--- src/rtl/bawm_pkg.sv ---
package bawm_pkg;
  localparam int DW    = 32;
  localparam int AW    = 4;
  localparam int FLD_W = 3;

  localparam logic [AW-1:0] A_PERIOD = 4'd0;
  localparam logic [AW-1:0] A_CTRL   = 4'd1;
  localparam logic [AW-1:0] A_RAW_HI = 4'd2;
  localparam logic [AW-1:0] A_RAW_LO = 4'd3;
  localparam logic [AW-1:0] A_SEED   = 4'd4;
  localparam logic [AW-1:0] A_AVG_HI = 4'd5;
  localparam logic [AW-1:0] A_AVG_LO = 4'd6;
  localparam logic [AW-1:0] A_WEIGHT = 4'd7;
  localparam logic [AW-1:0] A_AVG    = 4'd8;
  localparam logic [AW-1:0] A_STAT   = 4'd9;

  localparam int C_K_LSB     = 10;
  localparam int C_PERIODIC  = 18;
  localparam int C_AVG_LO_IE = 20;
  localparam int C_AVG_HI_IE = 21;
  localparam int C_LOWIN_LSB = 23;
  localparam int C_HIWIN_LSB = 26;
  localparam int C_CON_LO_IE = 29;
  localparam int C_CON_HI_IE = 30;
  localparam int C_ON        = 31;

  // status flags live in bits 31..28 of the status word
  localparam int S_LSB = 28;

  localparam logic [DW-1:0] DEF_WEIGHT = 32'd1024;
endpackage

--- src/rtl/bawm_sampler.sv ---
module bawm_sampler #(
  parameter int PER_W = 16,
  parameter int CW    = 32
) (
  input  logic             clk,
  input  logic             rst_n,
  input  logic             run,
  input  logic             tick,
  input  logic             event_i,
  input  logic [PER_W-1:0] period,
  input  logic [CW-1:0]    weight,
  output logic             close_o,
  output logic [CW-1:0]    total_o
);
  logic [PER_W-1:0] tcnt_q;
  logic [CW-1:0]    acc_q;

  always_comb begin
    total_o = acc_q + (event_i ? weight : '0);
    close_o = run && tick && (tcnt_q == period);
  end

  always_ff @(posedge clk) begin
    if (!rst_n || !run) begin
      tcnt_q <= '0;
      acc_q  <= '0;
    end else if (close_o) begin
      tcnt_q <= '0;
      acc_q  <= '0;
    end else begin
      if (tick) tcnt_q <= tcnt_q + 1'b1;
      acc_q <= total_o;
    end
  end
endmodule

--- src/rtl/bawm_ema.sv ---
module bawm_ema #(
  parameter int W  = 32,
  parameter int KW = 3
) (
  input  logic [W-1:0]  avg_i,
  input  logic [W-1:0]  cnt_i,
  input  logic [KW-1:0] k_i,
  output logic [W-1:0]  avg_o
);
  logic [KW:0] sh;
  always_comb begin
    sh    = {1'b0, k_i} + 1'b1;
    avg_o = avg_i - (avg_i >> sh) + (cnt_i >> sh);
  end
endmodule

--- src/rtl/bawm_breach.sv ---
module bawm_breach #(
  parameter int FW = 3
) (
  input  logic          clk,
  input  logic          rst_n,
  input  logic          en,
  input  logic          close,
  input  logic          hit,
  input  logic [FW-1:0] win_m1,
  output logic          fire_o
);
  localparam int RW = FW + 1;
  logic [RW-1:0] run_q;
  logic [RW-1:0] nxt;
  logic [RW-1:0] win;

  always_comb begin
    nxt    = run_q + 1'b1;
    win    = {1'b0, win_m1} + 1'b1;
    fire_o = en && close && hit && (nxt == win);
  end

  always_ff @(posedge clk) begin
    if (!rst_n || !en)         run_q <= '0;
    else if (close) begin
      if (!hit || fire_o)      run_q <= '0;
      else                     run_q <= nxt;
    end
  end
endmodule

--- src/rtl/bus_act_wmark_mon.sv ---
module bus_act_wmark_mon
  import bawm_pkg::*;
#(
  parameter int PER_W = 16
) (
  input  logic          clk,
  input  logic          rst_n,
  input  logic          tick_i,
  input  logic          event_i,
  input  logic          wr_en,
  input  logic [AW-1:0] wr_addr,
  input  logic [DW-1:0] wr_data,
  input  logic [AW-1:0] rd_addr,
  output logic [DW-1:0] rd_data,
  output logic          irq
);
  localparam int NB = 2; // 0: upper run, 1: lower run

  logic [PER_W-1:0] period_q;
  logic [DW-1:0]    ctrl_q, raw_hi_q, raw_lo_q, seed_q, avg_hi_q, avg_lo_q, weight_q, avg_q;
  logic [3:0]       stat_q;

  logic             run_w, close_w;
  logic [DW-1:0]    total_w, avg_nx;
  logic [NB-1:0]    fire_w, hit_w, en_w;
  logic [FLD_W-1:0] win_w [NB];
  logic [3:0]       set_w, clr_w;

  function automatic logic wsel(input logic [AW-1:0] a);
    return wr_en && (wr_addr == a);
  endfunction

  assign run_w = ctrl_q[C_ON] && ctrl_q[C_PERIODIC];

  bawm_sampler #(.PER_W(PER_W), .CW(DW)) smp_i (
    .clk(clk), .rst_n(rst_n), .run(run_w), .tick(tick_i), .event_i(event_i),
    .period(period_q), .weight(weight_q), .close_o(close_w), .total_o(total_w)
  );

  bawm_ema #(.W(DW), .KW(FLD_W)) ema_i (
    .avg_i(avg_q), .cnt_i(total_w), .k_i(ctrl_q[C_K_LSB +: FLD_W]), .avg_o(avg_nx)
  );

  always_comb begin
    hit_w[0] = total_w > raw_hi_q;
    hit_w[1] = total_w < raw_lo_q;
    en_w[0]  = ctrl_q[C_CON_HI_IE];
    en_w[1]  = ctrl_q[C_CON_LO_IE];
    win_w[0] = ctrl_q[C_HIWIN_LSB +: FLD_W];
    win_w[1] = ctrl_q[C_LOWIN_LSB +: FLD_W];
  end

  for (genvar g = 0; g < NB; g++) begin : g_run
    bawm_breach #(.FW(FLD_W)) brc_i (
      .clk(clk), .rst_n(rst_n), .en(en_w[g]), .close(close_w),
      .hit(hit_w[g]), .win_m1(win_w[g]), .fire_o(fire_w[g])
    );
  end

  always_comb begin
    set_w = {fire_w[0], fire_w[1], close_w && (avg_nx > avg_hi_q), close_w && (avg_nx < avg_lo_q)};
    clr_w = wsel(A_STAT) ? wr_data[S_LSB +: 4] : 4'b0;
  end

  always_ff @(posedge clk) begin
    if (!rst_n) begin
      period_q <= '0; ctrl_q <= '0; raw_hi_q <= '0; raw_lo_q <= '0;
      seed_q <= '0; avg_hi_q <= '0; avg_lo_q <= '0; weight_q <= DEF_WEIGHT;
      avg_q <= '0; stat_q <= '0;
    end else begin
      if (wsel(A_PERIOD)) period_q <= wr_data[PER_W-1:0];
      if (wsel(A_RAW_HI)) raw_hi_q <= wr_data;
      if (wsel(A_RAW_LO)) raw_lo_q <= wr_data;
      if (wsel(A_AVG_HI)) avg_hi_q <= wr_data;
      if (wsel(A_AVG_LO)) avg_lo_q <= wr_data;
      if (wsel(A_WEIGHT)) weight_q <= wr_data;
      if (wsel(A_CTRL)) ctrl_q <= wr_data;
      else begin
        if (fire_w[0]) ctrl_q[C_CON_HI_IE] <= 1'b0;
        if (fire_w[1]) ctrl_q[C_CON_LO_IE] <= 1'b0;
      end
      if (wsel(A_SEED)) begin
        seed_q <= wr_data;
        avg_q  <= wr_data;
      end else if (close_w) begin
        avg_q  <= avg_nx;
      end
      stat_q <= (stat_q & ~clr_w) | set_w;
    end
  end

  always_comb begin
    case (rd_addr)
      A_PERIOD: rd_data = DW'(period_q);
      A_CTRL:   rd_data = ctrl_q;
      A_RAW_HI: rd_data = raw_hi_q;
      A_RAW_LO: rd_data = raw_lo_q;
      A_SEED:   rd_data = seed_q;
      A_AVG_HI: rd_data = avg_hi_q;
      A_AVG_LO: rd_data = avg_lo_q;
      A_WEIGHT: rd_data = weight_q;
      A_AVG:    rd_data = avg_q;
      A_STAT:   rd_data = {stat_q, {S_LSB{1'b0}}};
      default:  rd_data = '0;
    endcase
    irq = |(stat_q & {ctrl_q[C_CON_HI_IE], ctrl_q[C_CON_LO_IE], ctrl_q[C_AVG_HI_IE], ctrl_q[C_AVG_LO_IE]});
  end
endmodule

--- config.mk ---
export PLATFORM = sky130hd
export DESIGN_NAME = bus_act_wmark_mon
export DESIGN_NICKNAME = d
export VERILOG_FILES = /design/src/rtl/bawm_pkg.sv /design/src/rtl/bawm_sampler.sv /design/src/rtl/bawm_ema.sv /design/src/rtl/bawm_breach.sv /design/src/rtl/bus_act_wmark_mon.sv
export SDC_FILE = /design/constraint.sdc
export NUM_CORES = 1
export LEC_CHECK = 0
export BUFFER_PORTS_ARGS = -buffer_cell sky130_fd_sc_hd__buf_4
export CAP_MARGIN = 30
export CORE_MARGIN = 2
export CORE_UTILIZATION = 45
export CTS_BUF_LIST = sky130_fd_sc_hd__clkbuf_4 sky130_fd_sc_hd__clkbuf_8
export DETAILED_ROUTE_END_ITERATION = 8
export SLEW_MARGIN = 20
export SYNTH_ARGS = -nofsm -noshare
export SYNTH_HDL_FRONTEND = slang
export SYNTH_HIERARCHICAL = 1
export SYNTH_SLANG_ARGS = --single-unit
--- constraint.sdc ---
create_clock -name clk -period 7.1 [get_ports clk]
set_input_delay 0 -clock clk [delete_from_list [all_inputs] [get_ports clk]]
set_output_delay 0 -clock clk [all_outputs]
set_load 0.05 [all_outputs]
==> metrics.cfg <==
[outcome]
run_status = completed

[global_routing]
first_global_vias = 22300
maximum_number_of_pins_on_one_net_before_global_route_repair = 119
grt_util_all_layers = 0.312
grt_first_pass_wirelength_microns = 135000
gr-total-overflow = 0
number_of_antenna_violations_at_the_first_check_in_global_routing = 4

[setup_path]
worstReg2RegEnd = stat_q[1]
critPathArrivalTime_ns = 7.49
reg2reg_setup_slack_ns = 0.20
required_ns = 7.70
cp_max_fo = 7
start_kind = flip-flop
worst-r2r-cell-count = 27
critical_path.endpoint_type = flip-flop
timing.setup.critical_path_class = reg2reg
rr_startpoint = weight_q[1]

[layout]
synth_to_layout_area_growth_pct = 15.9
postLayoutCoreUtil = 0.526
sequential_cell_area_sq_mm = 0.00666
multi_input_area_sq_mm = 0.0166
final.fill_count = 4993
layout-drive-gt1-share = 0.150
net_count_of_the_finished_layout = 3420

[drt]
drt_first_pass_iters = 6
wl_per_cell_microns = 23.1
drtAntennaViolNets = 0
detail_route.drc_violations = 0
vias_per_cell = 6.01
routed_wirelength_microns = 89800
drt_first_iter_violations = 2603
vias = 23400

[hold_path]
hold_path.startpoint = event_i
timing.hold.worst_endpoint = smp_i/acc_q[0]
hold_path.class = in2reg
whs_path_depth = 4

[cts]
worstSkewPairLatency_ns = 0.67
cts_buffer_depth = 3
maximum_level_of_the_cts_h_tree = 3
cts_tree = yes
number_of_buffers_added_by_the_clock_tree_synthesis_step = 66
ctsRootBufferMaster = clkbuf_8
clock_sink_count = 332
clk_pin_slew_ns = 0.06

[die]
die_w_microns = 237
die_y_microns = 237
number_of_primary_i_o_pins = 78
area_enclosed_by_the_die_boundary_sq_mm = 0.0560
num_rows = 85
start_util = 0.454
core-area_sq_mm = 0.0537

[timing]
final_critical_path_setup_slack_ns = 0.201
final-max-slew-violation-count = 0
setup-tns-final_ns = 0
timing_hold_violations_final = 0
final.setup_skew_ns = 0.0542
layout_min_cycle_time_ns = 6.90
setup_viol_count_final = 0
fin_hold_ws_ns = 0.0563
maxClockFrequency_mhz = 145
max-slew-margin-rel = 0.301
period_share = 0.972
tightestPinTransition_ns = 1.05

[placement]
gp_congestion = 0.989
place.port_buffers = 77
detailedPlace.worstSlack_ns = -0.192
dp_hpwl_microns = 64100

[power_and_ir_drop]
static-leakage-power_nw = 11.0
p_seq_frac = 0.367
combinational_fraction_of_design_power = 0.215
p_int_mw = 3.59
sw_frac_of_total = 0.311
final_total_power_mw = 5.20
power.net_switching_mw = 1.62
clock_share_of_power = 0.418
powerDensity_mw_per_mm2 = 184
vdd_ir_drop_max_mv = 0.160

[synth]
synthFlopType = dfxtp_1
synth.net_count = 3324
synth_area_leader_cell = dfxtp_1
synth_cell_types = 93
netlist_area_sq_mm = 0.0244
synth_top_cell_area_share = 0.273
synth_top_cells_by_count = nand2_1 (647), dfxtp_1 (332), a21boi_0 (241)
synth.top_cells.by_area = dfxtp_1 (27%), nand2_1 (10%), ha_1 (10%)
avgSynthCellArea_sq_um = 7.98
synth.yosys.warnings = 6
synth_sequential_area_ratio = 0.273
postSynthCellCount = 3053
async_reset_ff_frac = 0
yosysMostFrequentCell = nand2_1
count_of_flip_flops_with_a_built_in_enable_after_synthesis = 0
ys_seq_elements = 332

[job]
maxCapViolations = 0

[timing repair]
action                     in CTS  in global routing
cloned                          0                  0
setup endpoints to repair       2                  2
hold buffers                   41                  0
pin swaps                       1                 35
buffers inserted                1                 12
hold endpoints to repair      287                  0
resized for setup              10                 93
[how the worst max path moves through the flow]
stage | startpoint | to | slack [ns] | cells past startpoint
4_1_cts | weight_q[1] | stat_q[1] | 0.002 | 28
3_3_place_gp | weight_q[0] | stat_q[1] | -0.17 | 27
5_1_grt | weight_q[1] | stat_q[1] | -0.07 | 31
6_report | weight_q[1] | stat_q[1] | 0.20 | 27
2_1_floorplan | weight_q[0] | stat_q[0] | 0.88 | 29
3_5_place_dp | weight_q[4] | stat_q[1] | -0.19 | 26
[cells in the final DEF (no fill, tap or decap), drive strengths merged, types with 20 or more instances in the layout]
| cell type | count |
|---|---|
| nand3 | 56 |
| mux2i | 45 |
| nor2b | 26 |
| a22oi | 69 |
| mux2 | 35 |
| nand2 | 647 |
| o21ai | 86 |
| mux4 | 29 |
| xnor2 | 53 |
| clkbuf | 102 |
| a21o | 37 |
| inv | 238 |
| a222oi | 20 |
| dfxtp | 332 |
| xor2 | 45 |
| buf | 178 |
| dlygate4sd3 | 41 |
| a21oi | 134 |
| nor2 | 95 |
| o21bai | 22 |
| and2 | 63 |
| ha | 194 |
| nor3 | 37 |
| a21boi | 280 |
| fa | 32 |
| and3 | 23 |
| nand4 | 50 |
| a221oi | 23 |
[sequential cells by signal (all words and copies together) (netlist names)]
signal / cells
stat_q: 4
raw_lo_q: 32
smp_i/acc_q: 32
raw_hi_q: 32
avg_q: 32
avg_hi_q: 32
smp_i/tcnt_q: 16
weight_q: 32
period_q: 16
g_run.brc_i/run_q: 8
seed_q: 32
ctrl_q: 32
avg_lo_q: 32
[power by group through the flow]
stage / logic, mW / clock network, mW / registers (mW)
detailed placement: 0.984 / 0 / 1.95
CTS: 1.02 / 2.20 / 1.91
finish: 1.12 / 2.18 / 1.91
global placement: 0.964 / 0 / 1.95
floorplan: 0.640 / 0 / 1.93
global route: 1.21 / 2.30 / 1.91
[critical path: stages (launching register included)]
cell	delay, ns
dfxtp_1	0.33
and2_1	0.20
ha_1	0.29
a21oi_1	0.08
nand4b_1	0.23
a211o_1	0.35
a21oi_1	0.21
nor2_1	0.09
xnor2_1	0.65
mux4_2	0.43
a21oi_1	0.09
fa_1	0.52
inv_1	0.05
ha_1	0.45
o21a_1	0.20
o21ai_2	0.08
a211o_4	0.34
a41oi_4	0.28
a41o_1	0.25
a21oi_1	0.09
xnor2_1	0.14
buf_4	0.16
ha_1	0.29
nand4_1	0.21
a2111oi_4	0.40
nor4_1	0.08
buf_4	0.14
a31oi_1	0.17
[per-layer routing]
metal	global-route usage	up-vias	wire length [microns]
li1	-	10800	-
met1	0.457	11200	40000
met2	0.457	1194	37900
met3	0.0694	149	9950
met4	0.0886	0	2020
met5	0	-	0
[stage by stage]
step | cell area (sq um) | std cells
2_1_floorplan | 24400 | 3053
5_1_grt | 28200 | 3893
6_report | 28300 | 3894
3_3_place_gp | 25600 | 3718
3_5_place_dp | 25600 | 3719
4_1_cts | 27600 | 3876
[final cells by class]
type	instances	area share
multi-input combinational	2293	0.586
sequential	332	0.236
timing repair buffer	219	0.0641
clock buffer	102	0.0461
inverter	237	0.0315
tap	696	0.0308
clock inverter	13	0.00558
antenna	2	0.000177
[cell families after synthesis]
family | synth area share
simple gates | 0.197
compound gates | 0.233
buf+inv | 0.0728
flops | 0.273
fa+ha+maj | 0.126
mux | 0.0614
xor+xnor | 0.0371
Power figures use the tool's default switching activity.
